### src/rtl/irq_cascade_pkg.sv
package irq_cascade_pkg;
  localparam int REG_W    = 32;
  localparam int ADDR_W   = 8;
  localparam int EN_BIT   = 31;
  localparam int FWD_BIT  = 11;
  localparam int ERR_SPLIT = 8;
  localparam int ERR_HIGH_BASE = 10;

  localparam logic [ADDR_W-1:0] OFF_L1_CTRL = 8'h30;
  localparam logic [ADDR_W-1:0] OFF_L1_MASK = 8'h34;
  localparam logic [ADDR_W-1:0] OFF_L1_STAT = 8'h38;
  localparam logic [ADDR_W-1:0] OFF_L2_STAT = 8'h50;
  localparam logic [ADDR_W-1:0] OFF_L2_MASK = 8'h54;
  localparam logic [ADDR_W-1:0] OFF_L2_POL  = 8'h58;
  localparam logic [ADDR_W-1:0] OFF_L2_IN   = 8'h5C;

  // Error event i lands at bit i below the split, at ERR_HIGH_BASE upward beyond it
  function automatic int err_pos(input int i);
    return (i < ERR_SPLIT) ? i : ERR_HIGH_BASE + (i - ERR_SPLIT);
  endfunction

  function automatic logic is_mapped(input logic [ADDR_W-1:0] a);
    return (a == OFF_L1_CTRL) || (a == OFF_L1_MASK) || (a == OFF_L1_STAT) ||
           (a == OFF_L2_STAT) || (a == OFF_L2_MASK) || (a == OFF_L2_POL)  ||
           (a == OFF_L2_IN);
  endfunction
endpackage

### src/rtl/irq_reg_decode.sv
module irq_reg_decode
  import irq_cascade_pkg::*;
(
  input  logic              wr_en,
  input  logic [ADDR_W-1:0] wr_addr,
  input  logic [ADDR_W-1:0] rd_addr,
  input  logic [REG_W-1:0]  l1_ctrl,
  input  logic [REG_W-1:0]  l1_mask,
  input  logic [REG_W-1:0]  l1_stat,
  input  logic [REG_W-1:0]  l2_stat,
  input  logic [REG_W-1:0]  l2_mask,
  input  logic [REG_W-1:0]  l2_pol,
  input  logic [REG_W-1:0]  l2_in,
  output logic              we_l1_ctrl,
  output logic              we_l1_mask,
  output logic              we_l1_clr,
  output logic              we_l2_clr,
  output logic              we_l2_mask,
  output logic              we_l2_pol,
  output logic [REG_W-1:0]  rd_data
);
  always_comb begin
    we_l1_ctrl = wr_en && (wr_addr == OFF_L1_CTRL);
    we_l1_mask = wr_en && (wr_addr == OFF_L1_MASK);
    we_l1_clr  = wr_en && (wr_addr == OFF_L1_STAT);
    we_l2_clr  = wr_en && (wr_addr == OFF_L2_STAT);
    we_l2_mask = wr_en && (wr_addr == OFF_L2_MASK);
    we_l2_pol  = wr_en && (wr_addr == OFF_L2_POL);
  end

  always_comb begin
    case (rd_addr)
      OFF_L1_CTRL: rd_data = l1_ctrl;
      OFF_L1_MASK: rd_data = l1_mask;
      OFF_L1_STAT: rd_data = l1_stat;
      OFF_L2_STAT: rd_data = l2_stat;
      OFF_L2_MASK: rd_data = l2_mask;
      OFF_L2_POL:  rd_data = l2_pol;
      OFF_L2_IN:   rd_data = l2_in;
      default:     rd_data = '1;
    endcase
  end
endmodule

### src/rtl/irq_l1_stage.sv
module irq_l1_stage
  import irq_cascade_pkg::*;
#(
  parameter int NUM_SER = 17,
  parameter int NUM_ERR = 9
) (
  input  logic               clk,
  input  logic               rst_n,
  input  logic [NUM_SER-1:0] ser_in,
  input  logic [NUM_ERR-1:0] err_in,
  input  logic               we_ctrl,
  input  logic               we_mask,
  input  logic               we_clr,
  input  logic [REG_W-1:0]   wdata,
  output logic [REG_W-1:0]   ctrl_q,
  output logic [REG_W-1:0]   mask_q,
  output logic [REG_W-1:0]   stat_q,
  output logic               fwd
);
  logic [REG_W-1:0] ser_set;
  logic [REG_W-1:0] err_set;
  logic [REG_W-1:0] clr_vec;

  // Serial input n maps to status bit (REG_W-1-n)
  generate
    for (genvar b = 0; b < REG_W; b++) begin : g_ser_map
      if (b >= REG_W - NUM_SER) begin : g_src
        assign ser_set[b] = ser_in[REG_W-1-b];
      end else begin : g_nosrc
        assign ser_set[b] = 1'b0;
      end
    end
  endgenerate

  always_comb begin
    err_set = '0;
    for (int i = 0; i < NUM_ERR; i++) begin
      err_set[err_pos(i)] = err_set[err_pos(i)] | err_in[i];
    end
  end

  assign clr_vec = we_clr ? wdata : '0;

  always_ff @(posedge clk) begin
    if (!rst_n) begin
      ctrl_q <= '0;
      mask_q <= '0;
      stat_q <= '0;
    end else begin
      if (we_ctrl) ctrl_q <= wdata;
      if (we_mask) mask_q <= wdata;
      // A fresh source assertion outranks a software clear of the same bit
      stat_q <= (stat_q & ~clr_vec) | ser_set | err_set;
    end
  end

  assign fwd = ctrl_q[EN_BIT] && ((stat_q & mask_q) != '0);
endmodule

### src/rtl/irq_l2_stage.sv
module irq_l2_stage
  import irq_cascade_pkg::*;
(
  input  logic             clk,
  input  logic             rst_n,
  input  logic             fwd,
  input  logic             we_clr,
  input  logic             we_mask,
  input  logic             we_pol,
  input  logic [REG_W-1:0] wdata,
  output logic [REG_W-1:0] in_vec,
  output logic [REG_W-1:0] mask_q,
  output logic [REG_W-1:0] pol_q,
  output logic [REG_W-1:0] stat_q,
  output logic             irq
);
  logic [REG_W-1:0] clr_vec;

  always_comb begin
    in_vec = '0;
    in_vec[FWD_BIT] = fwd;
  end

  assign clr_vec = we_clr ? wdata : '0;

  always_ff @(posedge clk) begin
    if (!rst_n) begin
      mask_q <= '0;
      pol_q  <= '0;
      stat_q <= '0;
    end else begin
      if (we_mask) mask_q <= wdata;
      if (we_pol)  pol_q  <= wdata;
      stat_q <= (stat_q & ~clr_vec) | (in_vec & mask_q);
    end
  end

  assign irq = (stat_q != '0);
endmodule

### src/rtl/irq_cascade_top.sv
module irq_cascade_top
  import irq_cascade_pkg::*;
#(
  parameter int NUM_SER = 17,
  parameter int NUM_ERR = 9
) (
  input  logic               clk,
  input  logic               rst_n,
  input  logic [NUM_SER-1:0] ser_irq_in,
  input  logic [NUM_ERR-1:0] err_evt_in,
  input  logic               wr_en,
  input  logic [7:0]         wr_addr,
  input  logic [31:0]        wr_data,
  input  logic [7:0]         rd_addr,
  output logic [31:0]        rd_data,
  output logic               irq_out
);
  logic [REG_W-1:0] l1_ctrl, l1_mask, l1_stat;
  logic [REG_W-1:0] l2_stat, l2_mask, l2_pol, l2_in;
  logic             fwd;
  logic we_l1_ctrl, we_l1_mask, we_l1_clr, we_l2_clr, we_l2_mask, we_l2_pol;

  irq_reg_decode u_dec (
    .wr_en(wr_en), .wr_addr(wr_addr), .rd_addr(rd_addr),
    .l1_ctrl(l1_ctrl), .l1_mask(l1_mask), .l1_stat(l1_stat),
    .l2_stat(l2_stat), .l2_mask(l2_mask), .l2_pol(l2_pol), .l2_in(l2_in),
    .we_l1_ctrl(we_l1_ctrl), .we_l1_mask(we_l1_mask), .we_l1_clr(we_l1_clr),
    .we_l2_clr(we_l2_clr), .we_l2_mask(we_l2_mask), .we_l2_pol(we_l2_pol),
    .rd_data(rd_data)
  );

  irq_l1_stage #(.NUM_SER(NUM_SER), .NUM_ERR(NUM_ERR)) u_l1 (
    .clk(clk), .rst_n(rst_n), .ser_in(ser_irq_in), .err_in(err_evt_in),
    .we_ctrl(we_l1_ctrl), .we_mask(we_l1_mask), .we_clr(we_l1_clr),
    .wdata(wr_data), .ctrl_q(l1_ctrl), .mask_q(l1_mask), .stat_q(l1_stat),
    .fwd(fwd)
  );

  irq_l2_stage u_l2 (
    .clk(clk), .rst_n(rst_n), .fwd(fwd),
    .we_clr(we_l2_clr), .we_mask(we_l2_mask), .we_pol(we_l2_pol),
    .wdata(wr_data), .in_vec(l2_in), .mask_q(l2_mask), .pol_q(l2_pol),
    .stat_q(l2_stat), .irq(irq_out)
  );
endmodule

### config.mk
export PLATFORM = sky130hd
export DESIGN_NAME = irq_cascade_top
export DESIGN_NICKNAME = d
export VERILOG_FILES = /design/src/rtl/irq_cascade_pkg.sv /design/src/rtl/irq_reg_decode.sv /design/src/rtl/irq_l1_stage.sv /design/src/rtl/irq_l2_stage.sv /design/src/rtl/irq_cascade_top.sv
export SDC_FILE = /design/constraint.sdc
export NUM_CORES = 1
export LEC_CHECK = 0
export CAP_MARGIN = 20
export CELL_PAD_IN_SITES_DETAIL_PLACEMENT = 2
export CELL_PAD_IN_SITES_GLOBAL_PLACEMENT = 2
export CORE_ASPECT_RATIO = 1.25
export CORE_MARGIN = 2
export CORE_UTILIZATION = 41
export CTS_CLUSTER_SIZE = 40
export DETAILED_ROUTE_END_ITERATION = 7
export DONT_BUFFER_PORTS = 1
export MAX_ROUTING_LAYER = met4
export PLACE_DENSITY_LB_ADDON = 0.1
export SLEW_MARGIN = 10
export SYNTH_ARGS = -nofsm -noshare
export SYNTH_HDL_FRONTEND = slang
export SYNTH_SLANG_ARGS = --single-unit
### constraint.sdc
create_clock -name clk -period 7.05 [get_ports clk]
set_input_delay 2.115 -clock clk [delete_from_list [all_inputs] [get_ports clk]]
set_output_delay 2.115 -clock clk [all_outputs]
set_load 0.005 [all_outputs]
# After elaboration in Yosys (flattened, before gate mapping)
# Index checks and enable logic that the tools add are counted.
totals:
  mem_bits_ro: 0
  word_cells: 40
  ff_bits: 192
  inputBits: 77
  latchBits: 0
  ramBits: 0
  memories: 0
classes:
  n_eq_ne: 13
  n_reduce_logical: 9
  div: 0
  bitwise_logic: 9
  n_mux: 3
  addsub: 0
  shift: 0
  order_cmp: 0
  mul: 0
ops:
  columns: ["operator", "n"]
  rows:
  - ["$pmux 32 s7", 1]
  - ["$and 32x32->32", 3]
  - ["$mux 32", 2]
  - ["$not 32->32", 2]
  - ["$or 32x32->32", 2]
  - ["$reduce_bool 32->1", 2]
  - ["$eq 8x7->1 const B", 7]
  - ["$eq 8x6->1 const B", 6]
  - ["$and 12x32->32", 1]
  - ["$or 32x11->32", 1]
  - ["$logic_and 1x1->1", 7]

# Depth between registers and ports, before layout
# Gate-level depths: netlist of the first run.
depth:
  ltp_word: 7
  depth_mapped: 7
  mapped_depth_nobuf: 5

# By module
# From an unflattened synthesis of the first run, not the netlist that was laid out.
hier_totals:
  cells_unflattened: 1079
  hier_area_um2: 10104.7
by_module_without_submodules:
  columns: ["module", "area_per_inst_um2", "instances", "cells_each"]
  rows:
  - ["irq_l2_stage", 3854.9, 1, 354]
  - ["irq_l1_stage", 3677.3, 1, 356]
  - ["irq_reg_decode", 2572.5, 1, 369]

# Worst setup path before layout of the first run
# Ideal clock, no wire load.
synth_path:
  path_kind: "input to output"
  start: "input rd_addr[6]"
  end: "output rd_data[14]"
  path_buffers: 1
  cell_stages: 6
  path_slack_ns: 1.657
  t_arrival_ns: 3.278
  cell_sequence: "nand4bb_1 or3_4 nor2_2 buf_2 a22oi_1 nand4_1"
synth_via:
  elab_chain_len: 2
  word_cells_on_any_way: 8
  cone_classes: "eq/ne: 7; mux: 1"
synth_rtl:
  columns: ["item", "line", "source"]
  rows:
  - ["start, declared", "irq_cascade_top.sv:14", "input logic [7:0] rd_addr,"]
  - ["$eq 8x7->1 or $eq 8x6->1 (tied branches)", "irq_reg_decode.sv:32", "case (rd_addr)"]
  - ["$pmux 32 s7 (*)", "irq_reg_decode.sv:32", null]
  - ["end, declared", "irq_cascade_top.sv:15", "output logic [31:0] rd_data,"]
# Every way passes the cells marked *; elsewhere a longest branch is shown, timed or not.

# Final worst setup path of the first run
layout_path:
  start: "input rd_addr[6]"
  end: "output rd_data[26]"
# The elaborated chain is that of the path after synthesis.

==> flow_summary.yaml, run 1 <==
synthesis:
  synthesis.area_um2: 8270
  syn_area_per_cell_um2: 8.40
  synth_seq_area_share_pct: 46.5
  ys_seq_elements: 192
  ys_warn_count: 0
  synthCells: 985
  syn-num-nets: 1062
  ys_types: 36
floorplanning:
  start_util_pct: 41.5
  dieArea_um2: 21300
  row_count: 58
  fp.dieH_um: 163
  num_io_pins: 110
  core_area_um2: 20000
  dieWidth_um: 131
clocking:
  clkTransAtPathRegs_ns: 0.08
  cts_max_level: 4
  clockBufferDepth: 2
  cts_sinks: 192
  numCtsBuffers: 17
  insertion_delay_ns: 0.45
  cts_hold_buffers: 0
  cts_tree: "done"
  root_buffer: "clkbuf_16"
  cts_setup_buffers: 0
  cts.repair.resized: 0
global_route:
  grt_pass1_vias: 8488
  grt_overflow: 0
  antenna_found_initial: 1
  track_usage_pct: 33.2
  grt_pass1_wl_um: 50800
  grt_max_degree: 194
timing:
  slew_viol_final: 0
  timing.fmax_mhz: 170
  rsz0062_at_grt: "false"
  holdWs_ns: 0.465
  fin_ws_ns: 1.16
  maxSlewHeadroom_pct: 32.0
  clock_skew_ns: 0.00984
  finalSetupTns_ns: 0
  period_minus_slack_ns: 5.89
  hold_viol_final: 0
  tightest_slew_ns: 1.02
  fin_crit_sh_pct: 83.6
  setup_violations: 0
finish:
  final_cell_mix: "296 x nand2_1, 192 x dfxtp_1, 147 x a21boi_0, 108 x a22oi_1, 39 x a21oi_1"
  synthToLayoutAreaGrowth_pct: 9.44
  final_common_cell: "nand2_1"
  drive_above_1_share_pct: 7.14
  nFillCells: 2203
  nets: 1018
setup_path:
  crit_fanout: 31
  startpoint_type: "primary input"
  required_ns: 4.93
  cp.arrival_ns: 3.78
  cp-end-kind: "output pin"
  path_class: "in -> out"
place:
  dp_hpwl_um: 21600
  gp_congestion: 0.814
  pre_cts_ws_ns: 1.19
  portBuffers: 0
routing:
  avgViaCountPerCell: 6.29
  drt-pass1-iter-count: 6
  route.detailed.drc: 0
  wl_met1_um: 13100
  ant_nets: 0
  met2_length_um: 17900
  wire_per_inst_um: 27.5
  top_layer: "met4"
  drtIter0Drc: 534
  num_vias: 7700
  wl_met3_um: 1790
  wl_um: 33700
pwr:
  finalPower_uw: 2230
  peakVddDrop_v: 0.000190
  power_density_nw_per_um2: 246
  p_leak_uw: 0.00271
flow_run:
  max_cap_viol_count: 0
outcome:
  outcome: "finished clean"
min_path:
  hp-class: "reg -> reg"
per-stage QoR:
stage                     std cells  utilization (%)  instance area [um^2]
after floorplan                 985                -                  8270
after global placement         1192             42.2                  8410
after detailed placement       1192             42.2                  8410
after CTS                      1223             45.4                  9050
after global routing           1224             45.4                  9050
final                          1224             45.4                  9050
critical path, stage by stage:
cell and delay, ns:
nand4bb_1 0.27, or3_4 0.43, nor3_4 0.13, buf_4 0.44, a22oi_1 0.17, nand4_1 0.20
metal layers:
layer,vias up,track usage (%)
li1,3387,-
met4,0,11.6
met2,247,58.6
met1,4008,37.1
met5,-,-
met3,58,6.27
logic make-up (layout without fill, tap and decap cells):
| kind of cell | count (synthesis) | in the layout | share of synthesized area, % |
|---|---|---|---|
| multiplexers | 2 | 2 | 0.242 |
| AO/OA/AOI/OAI | 332 | 332 | 29.0 |
| AND/OR/NAND/NOR | 380 | 380 | 20.1 |
| buffers and inverters | 79 | 47 | 4.22 |
| flip-flops | 192 | 192 | 46.5 |
| other | 0 | 1 | 0 |
registers in the layout (all words and copies together) (netlist names):
name and count:
u_l1.ctrl_q 32, u_l1.stat_q 32, u_l2.stat_q 32, u_l2.pol_q 32
u_l1.mask_q 32, u_l2.mask_q 32
area by class of cell:
cell class              instances  area [um^2]  area share, %
repair buffers                 16          120           1.33
clock inverters                14          215           2.38
clock buffers                  17          425           4.70
multi-input cells             714         4110           45.4
flip-flops and latches        192         3840           42.4
well taps                     270          338           3.73
diodes                          1         2.50         0.0276
worst paths after layout:
path,from,endpoint,slack (ns),cells past startpoint
worst min register to register,u_l1.ctrl_q[24]$_SDFFE_PN0P_,u_l1.ctrl_q[24]$_SDFFE_PN0P_,0.47,2
worst max register to register,u_l1.stat_q[16]$_SDFF_PN0_,u_l2.stat_q[11]$_SDFF_PN0_,4.98,5
worst min-delay path,u_l1.ctrl_q[24]$_SDFFE_PN0P_,u_l1.ctrl_q[24]$_SDFFE_PN0P_,0.47,2
worst max-delay path,rd_addr[6],rd_data[26],1.16,6
where the power goes:
part / internal, uW / total (uW) / switching [uW]
logic: 25.0 / 41.0 / 16.0
registers: 1100 / 1110 / 15.9
clock network: 628 / 1080 / 447
total: 1750 / 2230 / 479
cells in the mapped netlist, drive strengths merged:
| cell type | n | area share, % |
|---|---|---|
| nand2b | 3 | 0.23 |
| a31o | 1 | 0.11 |
| clkbuf | 41 | 1.9 |
| nand4b | 1 | 0.11 |
| dfxtp | 192 | 46 |
| and3b | 1 | 0.11 |
| nand2 | 296 | 13 |
| and3 | 1 | 0.076 |
| or3 | 1 | 0.14 |
| and4b | 1 | 0.12 |
| nor4 | 10 | 0.83 |
| a22oi | 108 | 9.8 |
| nor2 | 13 | 0.62 |
| o21ai | 1 | 0.11 |
| nand4 | 36 | 2.7 |
| buf | 38 | 2.4 |
| nand3b | 3 | 0.27 |
| and2 | 1 | 0.076 |
| a21boi | 154 | 14 |
| nor2b | 2 | 0.15 |
| o32a | 1 | 0.12 |
| a2bb2oi | 1 | 0.11 |
| nand4bb | 1 | 0.14 |
| o31ai | 1 | 0.091 |
| nor3 | 1 | 0.20 |
| mux2i | 2 | 0.24 |
| nor4b | 2 | 0.36 |
| a21oi | 39 | 2.4 |
| o21a | 26 | 2.4 |
| nand3 | 2 | 0.12 |
| or2 | 5 | 0.38 |
Note: power is estimated with default switching activity, not from simulation.
==> run 2: changes to the inputs <==
--- a/config.mk
+++ b/config.mk
@@ -10,7 +10,7 @@
 export CELL_PAD_IN_SITES_GLOBAL_PLACEMENT = 2
 export CORE_ASPECT_RATIO = 1.25
 export CORE_MARGIN = 2
-export CORE_UTILIZATION = 41
+export CORE_UTILIZATION = 34
 export CTS_CLUSTER_SIZE = 40
 export DETAILED_ROUTE_END_ITERATION = 7
 export DONT_BUFFER_PORTS = 1
==> constraint.sdc (replaced) <==
create_clock -name clk -period 5.4 [get_ports clk]
set_input_delay 1.62 -clock clk [delete_from_list [all_inputs] [get_ports clk]]
set_output_delay 1.62 -clock clk [all_outputs]
set_load 0.005 [all_outputs]
==> run 2 against run 1 <==
  * Utilization is 6.6 points lower
  * Combinational power is 39% higher
  * Hold slack worse by 0.0062 ns
  * Non-clock buffer count is 18 higher
  * Final area is 2.0% higher
  * Via count is 1.8% lower
  * Register-to-register slack worse by 1.7 ns
  * Routed wire length is 0.17% higher
  * Critical endpoint is now rd_data[9]
==> flow_summary.yaml, run 2 (synthesis gave the netlist of run 1 again) <==
global_route:
  track_usage_pct: 27.9
  grt_max_degree: 194
  grt_pass1_vias: 8482
  antenna_found_initial: 0
  grt_pass1_wl_um: 51500
  grt_overflow: 0
routing:
  wl_met3_um: 1370
  drt-pass1-iter-count: 5
  wire_per_inst_um: 26.0
  num_vias: 7558
  ant_nets: 0
  drtIter0Drc: 443
  avgViaCountPerCell: 5.83
  wl_um: 33700
  route.detailed.drc: 0
  top_layer: "met4"
  met2_length_um: 17800
  wl_met1_um: 13600
place:
  portBuffers: 0
  dp.cells: 1265
  dp_hpwl_um: 21500
  gp_congestion: 0.804
timing:
  timing.fmax_mhz: 199
  hold_viol_final: 0
  setup_violations: 0
  slew_viol_final: 0
  period_minus_slack_ns: 5.02
  tightest_slew_ns: 1.00
  rsz0062_at_grt: "false"
  fin_crit_sh_pct: 92.9
  clock_skew_ns: 0.00769
  maxSlewHeadroom_pct: 33.3
  finalSetupTns_ns: 0
finish:
  final_common_cell: "nand2_1"
  n_antenna_cell: 0
  nets: 1036
  synthToLayoutAreaGrowth_pct: 11.7
  final_cell_mix: "296 x nand2_1, 192 x dfxtp_1, 147 x a21boi_0, 108 x a22oi_1, 39 x a21oi_1"
  drive_above_1_share_pct: 8.95
  finalNonFillerCells: 1297
clocking:
  cts_hold_buffers: 0
  cts_setup_buffers: 0
  clockBufferDepth: 2
  root_buffer: "clkbuf_16"
  cts_sinks: 192
  cts_max_level: 4
  cts.repair.resized: 0
  insertion_delay_ns: 0.44
  numCtsBuffers: 17
  clkTransAtPathRegs_ns: 0.07
  cts_tree: "done"
setup_path:
  required_ns: 3.78
  cp-end-kind: "output pin"
  cp.arrival_ns: 3.40
  startpoint_type: "primary input"
  crit_fanout: 30
  path_class: "in -> out"
floorplanning:
  fp.dieH_um: 178
  core_area_um2: 23800
  row_count: 63
  num_io_pins: 110
  start_util_pct: 34.8
  dieWidth_um: 144
  dieArea_um2: 25600
min_path:
  hp-class: "reg -> reg"
outcome:
  outcome: "finished clean"
pwr:
  peakVddDrop_v: 0.000182
  finalPower_uw: 2780
  power_density_nw_per_um2: 301
  p_leak_uw: 0.00277
flow_run:
  max_cap_viol_count: 0
## run 2: changes by cell type in the layout (fill, tap and decap cells not counted), sizes merged
cell and change:
buf +18, inv +7, bufinv -4, clkinv -2, clkbuf +1, clkinvlp -1
diode -1
## run 2: per-stage QoR
step | cell area, um^2 | setup WS, ns | util [%] | hold WS [ns]
global route | 9240 | 0.281 | 38.8 | 0.480
finish | 9240 | 0.383 | 38.8 | 0.459
global placement | 8650 | 0.549 | 36.4 | 0.434
floorplan | 8270 | 0.997 | - | 0.424
CTS | 9240 | 0.397 | 38.8 | 0.459
detailed placement | 8650 | 0.407 | 36.4 | 0.448
## run 2: per-layer routing
metal	vias to the layer above	GRT usage [%]
met5	-	-
met4	0	9.76
met3	48	4.54
met2	184	49.7
met1	3907	31.4
li1	3419	-
## run 2: path summary, 6_finish.rpt
| path | startpoint | end | slack (ns) | depth (start not counted) |
|---|---|---|---|---|
| max | rd_addr[1] | rd_data[9] | 0.38 | 7 |
| min | u_l2.stat_q[3]$_SDFF_PN0_ | u_l2.stat_q[3]$_SDFF_PN0_ | 0.46 | 2 |
| min reg2reg | u_l2.stat_q[3]$_SDFF_PN0_ | u_l2.stat_q[3]$_SDFF_PN0_ | 0.46 | 2 |
| max reg2reg | u_l1.stat_q[16]$_SDFF_PN0_ | u_l2.stat_q[11]$_SDFF_PN0_ | 3.26 | 5 |
## run 2: where the power goes
part           switching [uW]  internal (uW)
combinational            21.0           35.8
sequential               19.2           1430
clock                     611            668
## run 2: worst max-delay path, cell delays in order
cell	delay [ns]
nor4b_2	0.31
nand3b_1	0.29
nor2_2	0.22
buf_4	0.47
a22oi_1	0.22
nand4_1	0.14
buf_4	0.12
## run 2: final cells by class
type / count / area, um^2
Fill cell: 2696 / 14600
Multi-Input combinational cell: 714 / 4110
Sequential cell: 192 / 3840
Clock buffer: 18 / 439
Tap cell: 325 / 407
Timing Repair Buffer: 34 / 293
Clock inverter: 14 / 146
==> run 3: changes to the inputs <==
--- a/config.mk
+++ b/config.mk
@@ -10,13 +10,15 @@
 export CELL_PAD_IN_SITES_GLOBAL_PLACEMENT = 2
 export CORE_ASPECT_RATIO = 1.25
 export CORE_MARGIN = 2
-export CORE_UTILIZATION = 34
+export CORE_UTILIZATION = 36
 export CTS_CLUSTER_SIZE = 40
 export DETAILED_ROUTE_END_ITERATION = 7
 export DONT_BUFFER_PORTS = 1
 export MAX_ROUTING_LAYER = met4
 export PLACE_DENSITY_LB_ADDON = 0.1
+export SKIP_LAST_GASP = 1
 export SLEW_MARGIN = 10
 export SYNTH_ARGS = -nofsm -noshare
 export SYNTH_HDL_FRONTEND = slang
+export SYNTH_HIERARCHICAL = 1
 export SYNTH_SLANG_ARGS = --single-unit
==> run 3 against run 2 <==
  * Clock-buffer cell count grew 1
  * Die area grew 15%
  * Area after synthesis grew 22%
  * Flip-flop and latch count is the same
  * Routed wire length grew 4.2%
  * Sequential power is essentially flat
  * Via count grew 4.6%
  * Critical path type unchanged
==> flow_summary.yaml, run 3 <==
setup_path:
  cp.arrival_ns: 3.47
  cpPeakStageDelay_ns: 0.58
  crit_fanout: 26
  required_ns: 3.78
  path_class: "in -> out"
  crit_slowest_cell: "or4b_1"
  r2r_cells: 5
  path_buf_inv: 1
  r2r_end: "u_l2/stat_q[11]$_SDFF_PN0_"
  ff2ff_setup_slack_ns: 3.62
  timing.rr.start: "u_l1/mask_q[6]$_SDFFE_PN0P_"
  cp_top_family: "simple AND/OR/NAND/NOR gates"
  startpoint_type: "primary input"
  cp-end-kind: "output pin"
  cp_cell_sequence: "or4b_1, buf_12, nor3_4, a21oi_1, o221ai_1"
clocking:
  cts_max_level: 4
  clkTransAtPathRegs_ns: 0.07
  cts_tree: "done"
  insertion_delay_ns: 0.44
  cts_setup_buffers: 0
  root_buffer: "clkbuf_16"
  cts.repair.resized: 0
  cts_sinks: 192
  cts_hold_buffers: 0
  clockBufferDepth: 2
  numCtsBuffers: 17
global_route:
  grt_overflow: 0
  antenna_found_initial: 2
  grt_pass1_vias: 8591
  grt_pass1_wl_um: 54000
  grt_max_degree: 193
  track_usage_pct: 25.1
flow_run:
  max_cap_viol_count: 0
synthesis:
  syn_area_per_cell_um2: 9.36
  async_flop_share_pct: 0
  ys_warn_count: 6
  ys_top_cells_by_area: "dfxtp_1 38%, mux2i_1 16%, nor2b_1 9.8%"
  ys.flop_type: "dfxtp_1"
  synthesis.area_um2: 10100
  synth_top_area_share_pct: 38.0
  synth_seq_area_share_pct: 38.0
  yosysMostFrequentCell: "dfxtp_1"
  ys_types: 55
  synth_edf_count: 0
  synth_commonest_cells: "192 x dfxtp_1, 162 x mux2i_1, 158 x nor2b_1"
  synthCells: 1079
  yosysTopAreaCell: "dfxtp_1"
  ys_seq_elements: 192
min_path:
  hp-class: "reg -> reg"
  hp-start: "u_l2/stat_q[12]$_SDFF_PN0_"
  min_delay_path_depth: 2
  holdPathEnd: "u_l2/stat_q[12]$_SDFF_PN0_"
finish:
  nets: 1108
  synthToLayoutAreaGrowth_pct: 5.65
  final_common_cell: "dfxtp_1"
  nFillCells: 3060
  drive_above_1_share_pct: 12.1
  final_cell_mix: "192 x dfxtp_1, 162 x mux2i_1, 156 x nor2b_1, 75 x nand2_1, 65 x a21oi_1"
routing:
  route.detailed.drc: 0
  ant_nets: 0
  drtIter0Drc: 337
  wire_per_inst_um: 25.2
  wl_um: 35200
  drt-pass1-iter-count: 5
  avgViaCountPerCell: 5.67
  num_vias: 7909
timing:
  finalSetupTns_ns: 0
  clock_skew_ns: 0.00823
  timing.fmax_mhz: 196
  maxSlewHeadroom_pct: 28.6
  slew_viol_final: 0
  tightest_slew_ns: 1.07
  period_minus_slack_ns: 5.09
  fin_crit_sh_pct: 94.4
  setup_violations: 0
  rsz0062_at_grt: "false"
  hold_viol_final: 0
pwr:
  p_leak_uw: 0.00315
  peakVddDrop_v: 0.000164
  pwr-share-clk_pct: 45.6
  power_frac_comb_pct: 4.7
  intPower_uw: 2230
  swShare_pct: 23.4
  seqPwrFrac_pct: 49.7
  power_switching_uw: 683
  power_density_nw_per_um2: 273
  finalPower_uw: 2920
floorplanning:
  num_io_pins: 110
  dieArea_um2: 29400
  fp.dieH_um: 191
  core_area_um2: 27700
  dieWidth_um: 154
  start_util_pct: 36.5
  row_count: 68
place:
  gp_congestion: 0.786
  dp_hpwl_um: 23500
  portBuffers: 0
outcome:
  outcome: "finished clean"
run 3: cell types whose count changed after synthesis, sizes merged, moves of 57 or more:
cell | previous run | this run
a22oi | 108 | 18
a21boi | 154 | 0
nor2b | 2 | 158
a21oi | 39 | 96
nand3 | 2 | 60
nand2 | 296 | 75
mux2i | 2 | 162
run 3: kinds of logic (layout without fill, tap and decap cells):
family	count (synthesis)	after routing	share of synthesized area [%]
mux	163	163	16.2
buf+inv	128	63	8.95
flops	192	192	38.0
other cells	1	33	0.0371
simple gates	364	364	20.2
compound gates	231	231	16.6
run 3: layer usage:
layer | GRT usage, % | vias up | share of wire [%]
met2 | 44.1 | 119 | 51
met4 | 5.36 | 0 | 1.1
met3 | 4.51 | 27 | 3.4
li1 | - | 3720 | -
met1 | 30.2 | 4043 | 44
met5 | - | - | 0
run 3: worst reg2reg max path: stages (launching register included):
cell	delay, ns
dfxtp_1	0.36
a22oi_1	0.34
nand4_1	0.17
o41a_1	0.50
a22oi_1	0.22
nor2b_1	0.08
run 3: how the worst max path moves through the flow:
stage | from | end | depth (start not counted)
3_5_place_dp | rd_addr[1] | rd_data[25] | 6
3_3_place_gp | rd_addr[1] | rd_data[25] | 6
5_1_grt | rd_addr[1] | rd_data[15] | 5
6_report | rd_addr[1] | rd_data[15] | 5
4_1_cts | rd_addr[1] | rd_data[25] | 6
2_1_floorplan | rd_addr[1] | rd_data[22] | 6
run 3: final cells by class:
cell class,instances,area [um^2],share of cell area (%)
Timing Repair Buffer,29,243,2.27
Clock inverter,13,161,1.51
Multi-Input combinational cell,789,5530,51.8
Antenna cell,2,5.00,0.0469
Tap cell,350,438,4.10
Sequential cell,192,3840,36.0
Inverter,2,7.51,0.0703
Clock buffer,19,443,4.15
run 3: stage by stage:
| step | area (um^2) | hold slack (ns) | worst slack [ns] | utilization, % | instances |
|---|---|---|---|---|---|
| floorplan | 10200 | 0.425 | 0.754 | - | 1109 |
| global placement | 10000 | 0.443 | 0.330 | 36.3 | 1361 |
| detailed placement | 10100 | 0.454 | 0.294 | 36.4 | 1362 |
| CTS | 10700 | 0.464 | 0.297 | 38.6 | 1394 |
| global route | 10700 | 0.482 | 0.245 | 38.6 | 1396 |
| finish | 10700 | 0.462 | 0.305 | 38.6 | 1396 |
run 3: power groups by stage:
stage	combinational [uW]	sequential (uW)	clock, uW
2_1_floorplan	156	1470	0
3_3_place_gp	134	1480	0
3_5_place_dp	137	1480	0
4_1_cts	138	1450	1370
5_1_grt	150	1450	1420
6_report	137	1450	1330
